$ cat config.mk
export PLATFORM = sky130hd
export DESIGN_NAME = lcd_timing_gen
export DESIGN_NICKNAME = d
export VERILOG_FILES = /design/src/rtl/lcd_timing_gen.sv
export SDC_FILE = /design/constraint.sdc
export NUM_CORES = 1
export LEC_CHECK = 0
export BUFFER_PORTS_ARGS = -buffer_cell sky130_fd_sc_hd__buf_2
export CAP_MARGIN = 20
export CORE_MARGIN = 2
export CORE_UTILIZATION = 58
export CTS_BUF_LIST = sky130_fd_sc_hd__clkbuf_8
export DETAILED_ROUTE_END_ITERATION = 16
export PLACE_DENSITY = 0.79
export SETUP_SLACK_MARGIN = 0.4
export SYNTH_ARGS = -nofsm -noshare
export SYNTH_HDL_FRONTEND = slang
export SYNTH_SLANG_ARGS = --single-unit
$ cat constraint.sdc
create_clock -name clk -period 4 [get_ports clk]
set_input_delay 0.6 -clock clk [delete_from_list [all_inputs] [get_ports clk]]
set_output_delay 0.6 -clock clk [all_outputs]
set_load 0.01 [all_outputs]
$ cat src/rtl/lcd_timing_gen.sv
module lcd_timing_gen #(
  parameter int DW = 16,
  parameter int AW = 3
) (
  input  logic          clk,
  input  logic          rst_n,
  input  logic          pix_en,
  input  logic          wr_en,
  input  logic [AW-1:0] wr_addr,
  input  logic [DW-1:0] wr_data,
  output logic          hsync,
  output logic          vsync,
  output logic          de,
  output logic [10:0]   hcount,
  output logic [11:0]   vcount,
  output logic          frame_irq
);
  localparam int HCW = 11;
  localparam int VCW = 12;

  logic [3:0]  ctrl;
  logic [15:0] sh_hc, sh_hs, sh_vs, ac_hc, ac_hs, ac_vs;
  logic [11:0] sh_vd, sh_vt, ac_vd, ac_vt;

  wire on   = ctrl[0];
  wire hpol = ctrl[1];
  wire vpol = ctrl[2];
  wire ien  = ctrl[3];

  wire [15:0] htot  = ({8'd0, ac_hc[7:0]}  + 16'd1) << 3;
  wire [15:0] hdisp = ({8'd0, ac_hc[15:8]} + 16'd1) << 3;
  wire [15:0] hsp   = ({4'd0, ac_hs[11:0]} + 16'd1) << 3;
  wire [15:0] hsw   = ({12'd0, ac_hs[15:12]} + 16'd1) << 3;
  wire [15:0] vtot  = {4'd0, ac_vt} + 16'd1;
  wire [15:0] vdisp = {4'd0, ac_vd} + 16'd1;
  wire [15:0] vsp   = {4'd0, ac_vs[11:0]} + 16'd1;
  wire [15:0] vsw   = {12'd0, ac_vs[15:12]} + 16'd1;

  wire [15:0] h16 = {{(16-HCW){1'b0}}, hcount};
  wire [15:0] v16 = {{(16-VCW){1'b0}}, vcount};

  wire hlast = (h16 == htot - 16'd1);
  wire vlast = (v16 == vtot - 16'd1);
  wire wrap  = hlast & vlast;
  wire load  = !on | (pix_en & wrap);

  always_ff @(posedge clk or negedge rst_n)
    if (!rst_n) begin
      ctrl <= '0;
      sh_hc <= '0; sh_hs <= '0; sh_vs <= '0; sh_vd <= '0; sh_vt <= '0;
    end else if (wr_en) begin
      case (wr_addr)
        3'd0: ctrl  <= wr_data[3:0];
        3'd1: sh_hc <= wr_data;
        3'd2: sh_hs <= wr_data;
        3'd3: sh_vd <= wr_data[11:0];
        3'd4: sh_vt <= wr_data[11:0];
        3'd5: sh_vs <= wr_data;
        default: ;
      endcase
    end

  always_ff @(posedge clk or negedge rst_n)
    if (!rst_n) begin
      ac_hc <= '0; ac_hs <= '0; ac_vs <= '0; ac_vd <= '0; ac_vt <= '0;
    end else if (load) begin
      ac_hc <= sh_hc; ac_hs <= sh_hs; ac_vs <= sh_vs;
      ac_vd <= sh_vd; ac_vt <= sh_vt;
    end

  always_ff @(posedge clk or negedge rst_n)
    if (!rst_n) begin
      hcount <= '0;
      vcount <= '0;
    end else if (!on) begin
      hcount <= '0;
      vcount <= '0;
    end else if (pix_en) begin
      if (hlast) begin
        hcount <= '0;
        vcount <= vlast ? '0 : vcount + 1'b1;
      end else begin
        hcount <= hcount + 1'b1;
      end
    end

  always_ff @(posedge clk or negedge rst_n)
    if (!rst_n) frame_irq <= 1'b0;
    else        frame_irq <= on & ien & pix_en & wrap;

  wire h_act = on & (h16 >= hsp) & (h16 < hsp + hsw);
  wire v_act = on & (v16 >= vsp) & (v16 < vsp + vsw);

  assign hsync = h_act ^ hpol;
  assign vsync = v_act ^ vpol;
  assign de    = on & (h16 < hdisp) & (v16 < vdisp);

  p_off_idle_r1: assert property (@(posedge clk) disable iff (!rst_n)
    !on |=> (hcount == '0 && vcount == '0 && !frame_irq));

  p_hcount_range_r2: assert property (@(posedge clk) disable iff (!rst_n)
    h16 < htot);

  p_hold_r2: assert property (@(posedge clk) disable iff (!rst_n)
    (on && !pix_en) |=> ($stable(hcount) && $stable(vcount)));

  p_line_step_r2: assert property (@(posedge clk) disable iff (!rst_n)
    (on && pix_en && hlast && !vlast) |=> (vcount == $past(vcount) + 1'b1));

  p_irq_at_origin_r7: assert property (@(posedge clk) disable iff (!rst_n)
    frame_irq |-> (hcount == '0 && vcount == '0));

  p_param_frame_r8: assert property (@(posedge clk) disable iff (!rst_n)
    (on && !(pix_en && wrap)) |=> ($stable(ac_hc) && $stable(ac_vt)));
endmodule

Word level (Yosys, flattened, before mapping). Index checks and enable logic that the tools add are counted.

Register bits after elaboration: 172. Input port bits: 23. Output and inout port bits: 27. Logic and storage cells: 73.

Add/sub/neg operators: 14. Order comparisons: 6. Equality and inequality tests: 9. Multiplexer cells: 7. Bitwise operators: 14. Reductions and logical operators: 9.

Operators by type and width (number): adder 12 x 1 -> 13 bit (second input constant) (4); 2-to-1 mux 12 bit (4); 2-to-1 mux 11 bit (3); adder 8 x 1 -> 9 bit (second input constant) (2); adder 16 x 8 -> 16 bit (1); equality test 11 x 16 -> 1 bit (1); equality test 12 x 16 -> 1 bit (1); >= comparator 11 x 16 -> 1 bit (1); < comparator 11 x 16 -> 1 bit (1); adder 13 x 5 -> 14 bit (1); < comparator 12 x 14 -> 1 bit (1); AND reduction 2 bit (7); subtractor 13 x 1 -> 14 bit (second input constant) (1); >= comparator 12 x 13 -> 1 bit (1); < comparator 12 x 13 -> 1 bit (1); subtractor 12 x 1 -> 13 bit (second input constant) (1); adder 12 x 1 -> 12 bit (second input constant) (1); < comparator 11 x 12 -> 1 bit (1); adder 11 x 1 -> 11 bit (second input constant) (1); AND 1 bit (11); adder 4 x 1 -> 5 bit (second input constant) (2); equality test 3 x 2 -> 1 bit (second input constant) (2); equality test 3 bit (second input constant) (2); equality test 3 x 1 -> 1 bit (second input constant) (1); 6 further kinds (7).

Logic depth before layout (Yosys ltp). Gate-level depths: netlist of the first run.

Word-level depth: 7. Gate-level depth with buffers: 17. Mapped depth without buffers: 17.

Worst setup path before layout of the first run. No wires, ideal clock.

Path type: register -> output. Start point: register ac_vs[0]. End point: output port vsync. Data arrival time: 3.307 ns. Data required time: 3.400 ns. Setup slack: 0.093 ns. Stages on the path, launching flop included: 15. Buffers on the path: 0. Cells stage by stage: dfrtp_1 ha_1 xor2_1 ha_1 o21ai_0 a21boi_0 o2111ai_1 or3_1 xnor2_1 ha_1 a2111oi_0 nand2_1 a21oi_1 o211ai_1 xnor2_1.

Cells in the longest elaborated chain, start to end: 5. Elaborated cells between the ends (all ways): 7. Those cells by class: add/sub: 2; order compare: 2; bitwise: 3.

RTL lines: start: declaration (RTL line 22) `logic [15:0] sh_hc, sh_hs, sh_vs, ac_hc, ac_hs, ac_vs;`; start signal: assignment (RTL line 67) `ac_hc <= sh_hc; ac_hs <= sh_hs; ac_vs <= sh_vs;`; adder 12 x 1 -> 13 bit * (RTL line 36) `wire [15:0] vsp = {4'd0, ac_vs[11:0]} + 16'd1;`; adder 13 x 5 -> 14 bit / >= comparator 12 x 13 -> 1 bit (equally long branches) (RTL line 92) `wire v_act = on & (v16 >= vsp) & (v16 < vsp + vsw);`; < comparator 12 x 14 -> 1 bit / AND 1 bit (equally long branches) (RTL line 92); AND 1 bit * (RTL line 92); XOR 1 bit * (RTL line 95) `assign vsync = v_act ^ vpol;`; end: declaration (RTL line 12) `output logic vsync,`.

Mark *: on every way between the ends. The rest lies on a longest branch, timed or not.

Worst setup path in the final report of the first run. Ends and elaborated chain as after synthesis.

==> results.toml, run 1 <==
[yosys]
syn_nets = 1326
avgSynthCellArea_um2 = 9.271
yosys_warnings = 0
synthesis.area_um2 = 11400
synth_top_area_cell = "dfrtp_1"
syn_inst = 1230
synthDistinctLibCells = 70
async_flop_share_pct = 100.0
ys_seq_area_share_pct = 37.74
synth_common_cells = "dfrtp_1, inv_1, nand2_1"
synth.most_common_cell = "dfrtp_1"
synth_area_leaders = "dfrtp_1, ha_1, o221ai_1"
synth_seq_cells = 172
synth-edff-count = 0
synth_flop_cell = "dfrtp_1"
synth_top_area_share_pct = 37.74

[floorplan]
core_um2 = 19400
die-area_um2 = 20800
die_y_um = 144.2
rows = 51
pin_count = 50
start_util_pct = 58.78
die_w_um = 144.2

[critical_path]
crit_type = "flop to output port"
cp-end-kind = "output port"
reg2reg_depth = 9
path_cells = "buf_4 -> ha_1 -> inv_1 -> fa_1 -> nand2_1 -> nand2_1 -> a21oi_2 -> nor3_2 -> nand2_1 -> xnor2_1 -> ha_1 -> a21o_1 -> a2111oi_4 -> nand2_1 -> a21oi_1 -> o211ai_1 -> xnor2_1 -> buf_2"
timing.rr.end = "ac_vd[1]"
startpoint_type = "flop"
r2r_start = "ac_hc[0]"
cpMostUsedCell = "nand2_1"
rrSetupSlack_ps = 570
cp_slowest_stage_delay_ps = 400
cp.arrival_ps = 3740
cp.required_ps = 3400
path_max_fanout = 7
cp_slowest_cell = "dfrtp_2"

[detailed_routing]
wirelength_mm = 33.31
drtPass1Iterations = 8
viasPerCell = 6.814
drtIter0Drc = 1161
route.detailed.drc = 0
antenna_left = 0
vias = 10560
post_drt_wl_per_cell_um = 21.49

[sta]
timing.final.ws_setup_ps = -335.2
holdWs_ps = 97.71
setup_violations = 2
fmax_mhz = 230.7
slew_headroom_pct = 32.69
skew_ps = 16.76
rsz0062_at_grt = "true"
fin_crit_sh_pct = 108.4
final_hold_viol_count = 0
fin_crit_ps = 4335
worstMarginPinSlew_ps = 1010
slew_viol_final = 0

[hold_path]
hp-class = "input pin to asynchronous set/reset pin"

[clocking]
numCtsBuffers = 17
clockBufferDepth = 2
path_clk_slew_ps = 100
htreeDepth = 4
cts_tree = "yes"
clock_latency_ps = 490
cts_sinks = 172
cts_root_buf = "clkbuf_8"

[cells_and_area]
nets = 1368
syn2layout_area_growth_pct = 13.55
finish.utilization_pct = 66.75
diodes = 0
drive_gt1_share_pct = 19.14
fin_cells = 1550

[placed_design]
place.gp.congestion = 0.8871
dp_hpwl_mm = 20.54
dpl.cell_count = 1481
io_buffers = 49

[power_and_ir_drop]
powerDensity_nw_per_um2 = 534.3
p_leak_nw = 5.325
irDropWorstVdd_mv = 0.3529

[global_route]
grt_overflow_total = 0
grt_pass1_wl_mm = 52.59
grt_max_degree = 113
track_usage_pct = 32.32
first_global_vias = 9619
antenna_found_initial = 0

[outcome]
status = "finished with violations"
failed_checks = "negative setup slack"

[run]
cap_violations = 0
## cells by family after synthesis
logic type      synth area share, %
simple gates                  16.06
compound gates                20.57
buf+inv                       6.803
flops                         37.74
xor+xnor                      6.978
fa+ha+maj                     8.317
mux                           3.522
## worst max path at each step
stage | startpoint | end | slack, ps | depth (start not counted)
finish | ac_vs[0] | vsync | -340 | 18
CTS | ac_vs[0] | vsync | -310 | 15
detailed placement | ac_vs[1] | vsync | 60 | 15
global route | ac_vs[0] | vsync | -560 | 15
floorplan | ac_vs[0] | vsync | 240 | 14
global placement | ac_vs[1] | vsync | 120 | 15
## metrics by stage
| step | TNS (ps) | setup slack [ps] | cell area [um2] | power, mW |
|---|---|---|---|---|
| finish | -444.4 | -335.2 | 12950 | 6.918 |
| global route | -856.3 | -561.7 | 12950 | 7.305 |
| CTS | -351.1 | -306.9 | 12760 | 6.695 |
| detailed placement | 0 | 61.93 | 11980 | 5.099 |
| global placement | 0 | 119.8 | 11980 | 4.981 |
| floorplan | 0 | 236.5 | 11440 | 4.380 |
## worst max-delay path: cells and delay by family (launching register included)
kind                       cells  cell delay (ps)
AOI/OAI and AO/OA              5             1010
adders and majority gates      3              840
and+or+nand+nor                5              420
DFF                            1              400
buffers and inverters          3              350
xor gates and xnor gates       2              260
## power by group
part	switching [mW]	internal [mW]	total, mW	leakage, nW
registers	0.547	2.15	2.70	2.14
logic	1.56	1.30	2.86	2.97
clock network	0.765	0.592	1.36	0.212
## metal layers
metal,track usage (%),share of wire [%]
met4,11.19,3.0
met3,7.285,8.4
met5,0,0
met1,45.33,43
met2,49.67,46
## flip-flops by register name, summed over array words and instances, names as in the netlist, 4 cells and up
name    cells
ac_hc      16
ac_hs      16
ac_vd      12
ac_vs      16
ac_vt      12
ctrl        4
hcount     11
sh_hc      16
sh_hs      16
sh_vd      12
sh_vs      16
sh_vt      12
vcount     12
## layout make-up
class                      count  area (um2)
clock inverter                15       193.9
tap                          265       331.6
inverter                     102       382.9
clock buffer                  17       234.0
multi-input combinational    860        6629
fill                        1513        6450
sequential                   172        4314
timing repair buffer         119       863.3
## cells in the final DEF, fill, tap and decap left out, types with 6 or more instances in the layout
master    count
a21o_1        8
a21oi_1      18
and3_1       15
buf_12        6
buf_2        48
buf_4        62
clkbuf_8     17
dfrtp_1     166
ha_1         64
ha_4          6
inv_1       100
inv_8         6
mux2_2       33
nand2_1      88
nand3_1      31
nand4_1      83
nor2_1       38
nor3_1       21
nor4_1        7
o21a_1       10
o21ai_0      69
o221ai_1     72
o311ai_0     65
o311ai_1      8
xnor2_1      54
xor2_1       30
## what timing repair did
item	in CTS	in global routing
pin swaps	28	12
gates resized for setup	37	19
buffers inserted	27	9
hold buffers	0	0
cloned	0	0
setup endpoints to repair	75	45
No activity file was read; power rests on OpenSTA's default activity.
==> run 2, diff against run 1 <==
==> constraint.sdc (replaced) <==
create_clock -name clk -period 4 [get_ports clk]
set_input_delay 0.6 -clock clk [delete_from_list [all_inputs] [get_ports clk]]
set_output_delay 0.6 -clock clk [all_outputs]
set_load 0.1 [all_outputs]
==> run 2 against run 1 <==
Compared with the run above: the flow still finishes with violations (negative setup slack); routed wire length up 0.57%; power up 0.11%; sequential power down 1%; worst hold slack better by 120 ps; via count down 0.58%; maximum frequency down 8.1%; utilization about the same; die area unchanged; combinational power up 3%; worst setup slack worse by 380 ps; critical path depth down 3; clock power down 4%; largest cell class unchanged; largest power group unchanged.
==> results.toml, run 2 (synthesis gave the netlist of run 1 again) <==
[sta]
timing.final.ws_setup_ps = -716.9
setup_violations = 2
fmax_mhz = 212.0
slew_viol_final = 0
worstMarginPinSlew_ps = 914.1
slew_headroom_pct = 39.06
skew_ps = 19.98
final_hold_viol_count = 0
fin_crit_sh_pct = 117.9
fin_crit_ps = 4717
rsz0062_at_grt = "true"
holdWs_ps = 217.4

[floorplan]
core_um2 = 19400
pin_count = 50
die_y_um = 144.2
start_util_pct = 58.78
rows = 51
die_w_um = 144.2
die-area_um2 = 20800

[critical_path]
crit_type = "flop to output port"
cp.required_ps = 3400
rrSetupSlack_ps = 520
path_max_fanout = 3
cp.arrival_ps = 4120
startpoint_type = "flop"
cp-end-kind = "output port"

[clocking]
cts_tree = "yes"
clock_latency_ps = 480
path_clk_slew_ps = 100
htreeDepth = 4
clockBufferDepth = 2
numCtsBuffers = 17
hold_buffers = 0
cts_sinks = 172
cts_root_buf = "clkbuf_8"

[cells_and_area]
syn2layout_area_growth_pct = 13.58
diodes = 0
final_common_cell = "dfrtp_1"
layout_common_cells = "dfrtp_1, inv_1, nand2_1"
drive_gt1_share_pct = 19.89
nets = 1360
fin_cells = 1542
nFillCells = 1521

[global_route]
grt_max_degree = 98
first_global_vias = 10000
track_usage_pct = 33.17
antenna_found_initial = 0
grt_pass1_wl_mm = 53.69
grt_overflow_total = 0

[power_and_ir_drop]
p_leak_nw = 5.277
irDropWorstVdd_mv = 0.2894
powerDensity_nw_per_um2 = 534.7

[placed_design]
dpl.cell_count = 1495
io_buffers = 49
pre_cts_ws_ps = -301.9
dp_hpwl_mm = 21.19
place.gp.congestion = 0.8795

[run]
cap_violations = 0

[detailed_routing]
drtIter0Drc = 1135
route.detailed.drc = 0
drtPass1Iterations = 6
post_drt_wl_per_cell_um = 21.73
vias = 10500
antenna_left = 0
wirelength_mm = 33.51
viasPerCell = 6.809

[outcome]
status = "finished with violations"
failed_checks = "negative setup slack"

[hold_path]
hp-class = "input pin to asynchronous set/reset pin"
[run 2: cell types whose count changed in the layout (fill, tap and decap cells not counted), sizes merged]
cell,change
buf,-8
clkinv,+2
clkinvlp,-1
inv,-1
[run 2: worst max-delay path: stages, from the launching register on]
cell	delay, ps
dfrtp_1	430
ha_4	270
ha_1	270
nor2b_2	140
o21ai_2	80
a21boi_2	160
o2111ai_2	160
or3_4	450
xnor2_1	140
ha_1	330
a2111oi_2	300
nand2_1	110
a21oi_2	150
o211ai_1	230
xnor2_4	250
buf_12	190
[run 2: path summary, 6_finish.rpt]
kind,startpoint,to,depth (start not counted)
hold reg to reg,ctrl[3],ctrl[3],1
min in group clk,wr_data[13],sh_hc[13],3
setup / recovery,ac_vs[1],vsync,15
max in group asynchronous,rst_n,ac_vt[0],2
hold / removal,rst_n,ac_hs[12],1
setup reg to reg,ac_hc[0],ac_vs[13],9
[run 2: routing by layer]
layer | vias to the layer above | wire length (um) | GRT usage, %
met2 | 580 | 15330 | 51.00
met3 | 86 | 2949 | 7.020
met1 | 5109 | 14200 | 46.64
met5 | - | 0 | 0
met4 | 0 | 1029 | 12.06
li1 | 4725 | - | -
[run 2: area by class of cell]
class | instances | area (um2) | share of cell area (%)
clock buffers | 17 | 234.0 | 1.806
clock inverters | 15 | 176.4 | 1.362
inverters | 102 | 382.9 | 2.956
multi-input cells | 860 | 6718 | 51.86
flip-flops and latches | 172 | 4322 | 33.37
well taps | 265 | 331.6 | 2.560
repair buffers | 111 | 788.3 | 6.086
[run 2: power breakdown]
part           switching, mW  total (mW)  internal, mW
Sequential             0.500        2.66          2.16
Combinational           1.66        2.96          1.30
Clock                  0.727        1.31         0.580
Total                   2.89        6.93          4.04
[run 2: stage by stage]
stage               instance area, um2  power (mW)  TNS [ps]  util [%]
finish                           12950       6.926     -1102     66.77
global route                     12950       7.372     -1541     66.77
CTS                              12770       6.732     -1153     65.82
detailed placement               12190       5.345    -301.9     62.85
global placement                 12190       5.244    -171.0     62.85
floorplan                        11570       4.522    -231.2         -
[run 2: timing repair]
item	CTS	global route
pin swaps	10	17
endpoints found under the setup margin	72	23
setup buffers	9	5
gates cloned	0	0
endpoints found under the hold margin	0	0
resized for setup	25	52
==> run 3, diff against run 2 <==
--- a/config.mk
+++ b/config.mk
@@ -12,6 +12,7 @@
 export CTS_BUF_LIST = sky130_fd_sc_hd__clkbuf_8
 export DETAILED_ROUTE_END_ITERATION = 16
 export PLACE_DENSITY = 0.79
+export RECOVER_POWER = 50
 export SETUP_SLACK_MARGIN = 0.4
 export SYNTH_ARGS = -nofsm -noshare
 export SYNTH_HDL_FRONTEND = slang
==> run 3 against run 2 <==
Compared with the run above: the flow finishes with violations (max-capacitance violations, max-slew violations, negative setup slack); count of clock-buffer cells in the layout stayed put; highest routed layer unchanged; via count is 0.23% lower; register-to-register slack worse by 30 ps; combinational power hardly changed; clock skew is 0.82 ps lower; largest cell class unchanged; utilization is 0.19 points lower; worst setup slack better by 4.6 ps; clock power hardly changed; non-clock buffer count stayed put; routed wire length is 0.19% higher; final cell count stayed put; first-iteration DRC count is 5.2% higher.
==> results.toml, run 3 (synthesis gave the netlist of run 1 again) <==
[run]
cap_violations = 1

[clocking]
path_clk_slew_ps = 100
clockBufferDepth = 2
cts_root_buf = "clkbuf_8"
cts_tree = "yes"
htreeDepth = 4
cts_sinks = 172
numCtsBuffers = 17
clock_latency_ps = 480

[cells_and_area]
final_cell_area_um2 = 12920
multi_input_area_um2 = 6713
layout_common_cells = "dfrtp_1, inv_1, nand2_1"
finish.utilization_pct = 66.58
syn2layout_area_growth_pct = 13.26
diodes = 0
regArea_um2 = 4322
fin_cells = 1542
nets = 1360
final_common_cell = "dfrtp_1"
drive_gt1_share_pct = 19.34
nFillCells = 1529

[critical_path]
reg2reg_depth = 9
path_max_fanout = 3
startpoint_type = "flop"
cp-end-kind = "output port"
r2r_start = "ac_hc[0]"
crit_type = "flop to output port"
timing.rr.end = "ac_vd[10]"
cp.required_ps = 3400
rrSetupSlack_ps = 490
cp.arrival_ps = 4110

[power_and_ir_drop]
swShare_pct = 41.73
clkPwrFrac_pct = 19.0
p_seq_share_pct = 38.3
p_switching_mw = 2.891
irDropWorstVdd_mv = 0.2907
powerDensity_nw_per_um2 = 536.4
p_comb_share_pct = 42.7
power.internal_mw = 4.037
power.total_mw = 6.928
p_leak_nw = 5.251

[floorplan]
core_um2 = 19400
rows = 51
die_y_um = 144.2
pin_count = 50
die_w_um = 144.2
die-area_um2 = 20800
start_util_pct = 58.78

[placed_design]
dpl_cell_area_um2 = 12190
dp_hpwl_mm = 21.19
place.gp.congestion = 0.8795
dpl.cell_count = 1495
io_buffers = 49

[hold_path]
hold_end = "sh_hc[13]"
holdCritStartpoint = "wr_data[13]"
holdPathStages = 3
hp-class = "input pin to flop"

[sta]
fin_crit_ps = 4712
fmax_mhz = 212.2
skew_ps = 19.16
final_hold_viol_count = 0
holdWs_ps = 392.0
rsz0062_at_grt = "true"
slew_viol_final = 98
worstMarginPinSlew_ps = 2519
slew_headroom_pct = -67.94
fin_crit_sh_pct = 117.8
timing.final.ws_setup_ps = -712.4
setup_violations = 2

[global_route]
first_global_vias = 10000
grt_pass1_wl_mm = 53.69
grt_max_degree = 98
grt_overflow_total = 0
antenna_found_initial = 0
track_usage_pct = 33.17

[detailed_routing]
drtIter0Drc = 1194
post_drt_wl_per_cell_um = 21.77
route.detailed.drc = 0
wirelength_mm = 33.57
vias = 10480
antenna_left = 0
viasPerCell = 6.794
drtPass1Iterations = 6

[outcome]
failed_checks = "max-capacitance violations, max-slew violations, negative setup slack"
status = "finished with violations"
-- run 3: changes by cell type in the layout (fill, tap and decap cells not counted), sizes merged --
cell    change
buf         -9
clkbuf      +9
-- run 3: worst max path at each step --
stage | startpoint | endpoint | slack (ps) | cells past startpoint
6_report | ac_vs[1] | vsync | -710 | 15
2_1_floorplan | ac_vs[0] | vsync | -230 | 14
4_1_cts | ac_vs[1] | vsync | -770 | 15
3_5_place_dp | ac_vs[1] | vsync | -300 | 16
3_3_place_gp | ac_vs[1] | vsync | -170 | 16
5_1_grt | ac_vs[1] | vsync | -970 | 15
-- run 3: through the flow --
step,setup TNS [ps],worst slack [ps]
3_5_place_dp,-301.9,-301.9
3_3_place_gp,-171.0,-171.0
4_1_cts,-1153,-766.3
6_report,-1107,-712.4
2_1_floorplan,-231.2,-231.2
5_1_grt,-1541,-969.9
-- run 3: layer usage --
layer  GRT usage [%]  routed length, um
met5               0                  0
met4           12.06                938
met3           7.020               3048
met2           51.00              15350
met1           46.64              14230
-- run 3: area by class of cell --
cell class                      instances  area share (%)
Inverter                              102           2.964
Clock buffer                           17           1.811
Timing Repair Buffer                  111           5.861
Clock inverter                         15           1.366
Multi-Input combinational cell        860           51.97
Sequential cell                       172           33.46
Tap cell                              265           2.567
-- run 3: repair_timing --
| item | 4_1_cts | 5_1_grt |
|---|---|---|
| setup endpoints to repair | 72 | 23 |
| hold buffers | 0 | 0 |
| pin swaps | 10 | 17 |
| buffers inserted | 9 | 5 |
| resized for setup | 25 | 52 |
-- run 3: worst max-delay path, stage by stage (launching register included) --
cell and delay (ps):
dfrtp_1 430, ha_4 270, ha_1 270, nor2b_2 140, o21ai_2 80, a21boi_2 160, o2111ai_2 160, or3_4 450
xnor2_1 140, ha_1 330, a2111oi_2 300, nand2_1 110, a21oi_2 150, o211ai_1 220, xnor2_4 250, buf_12 190
-- run 3: power groups by stage --
stage	clock network [mW]	registers, mW	logic, mW
6_report	1.31	2.66	2.96
5_1_grt	1.39	2.71	3.27
4_1_cts	1.32	2.62	2.80
3_5_place_dp	0	2.65	2.70
3_3_place_gp	0	2.62	2.62
2_1_floorplan	0	2.50	2.02
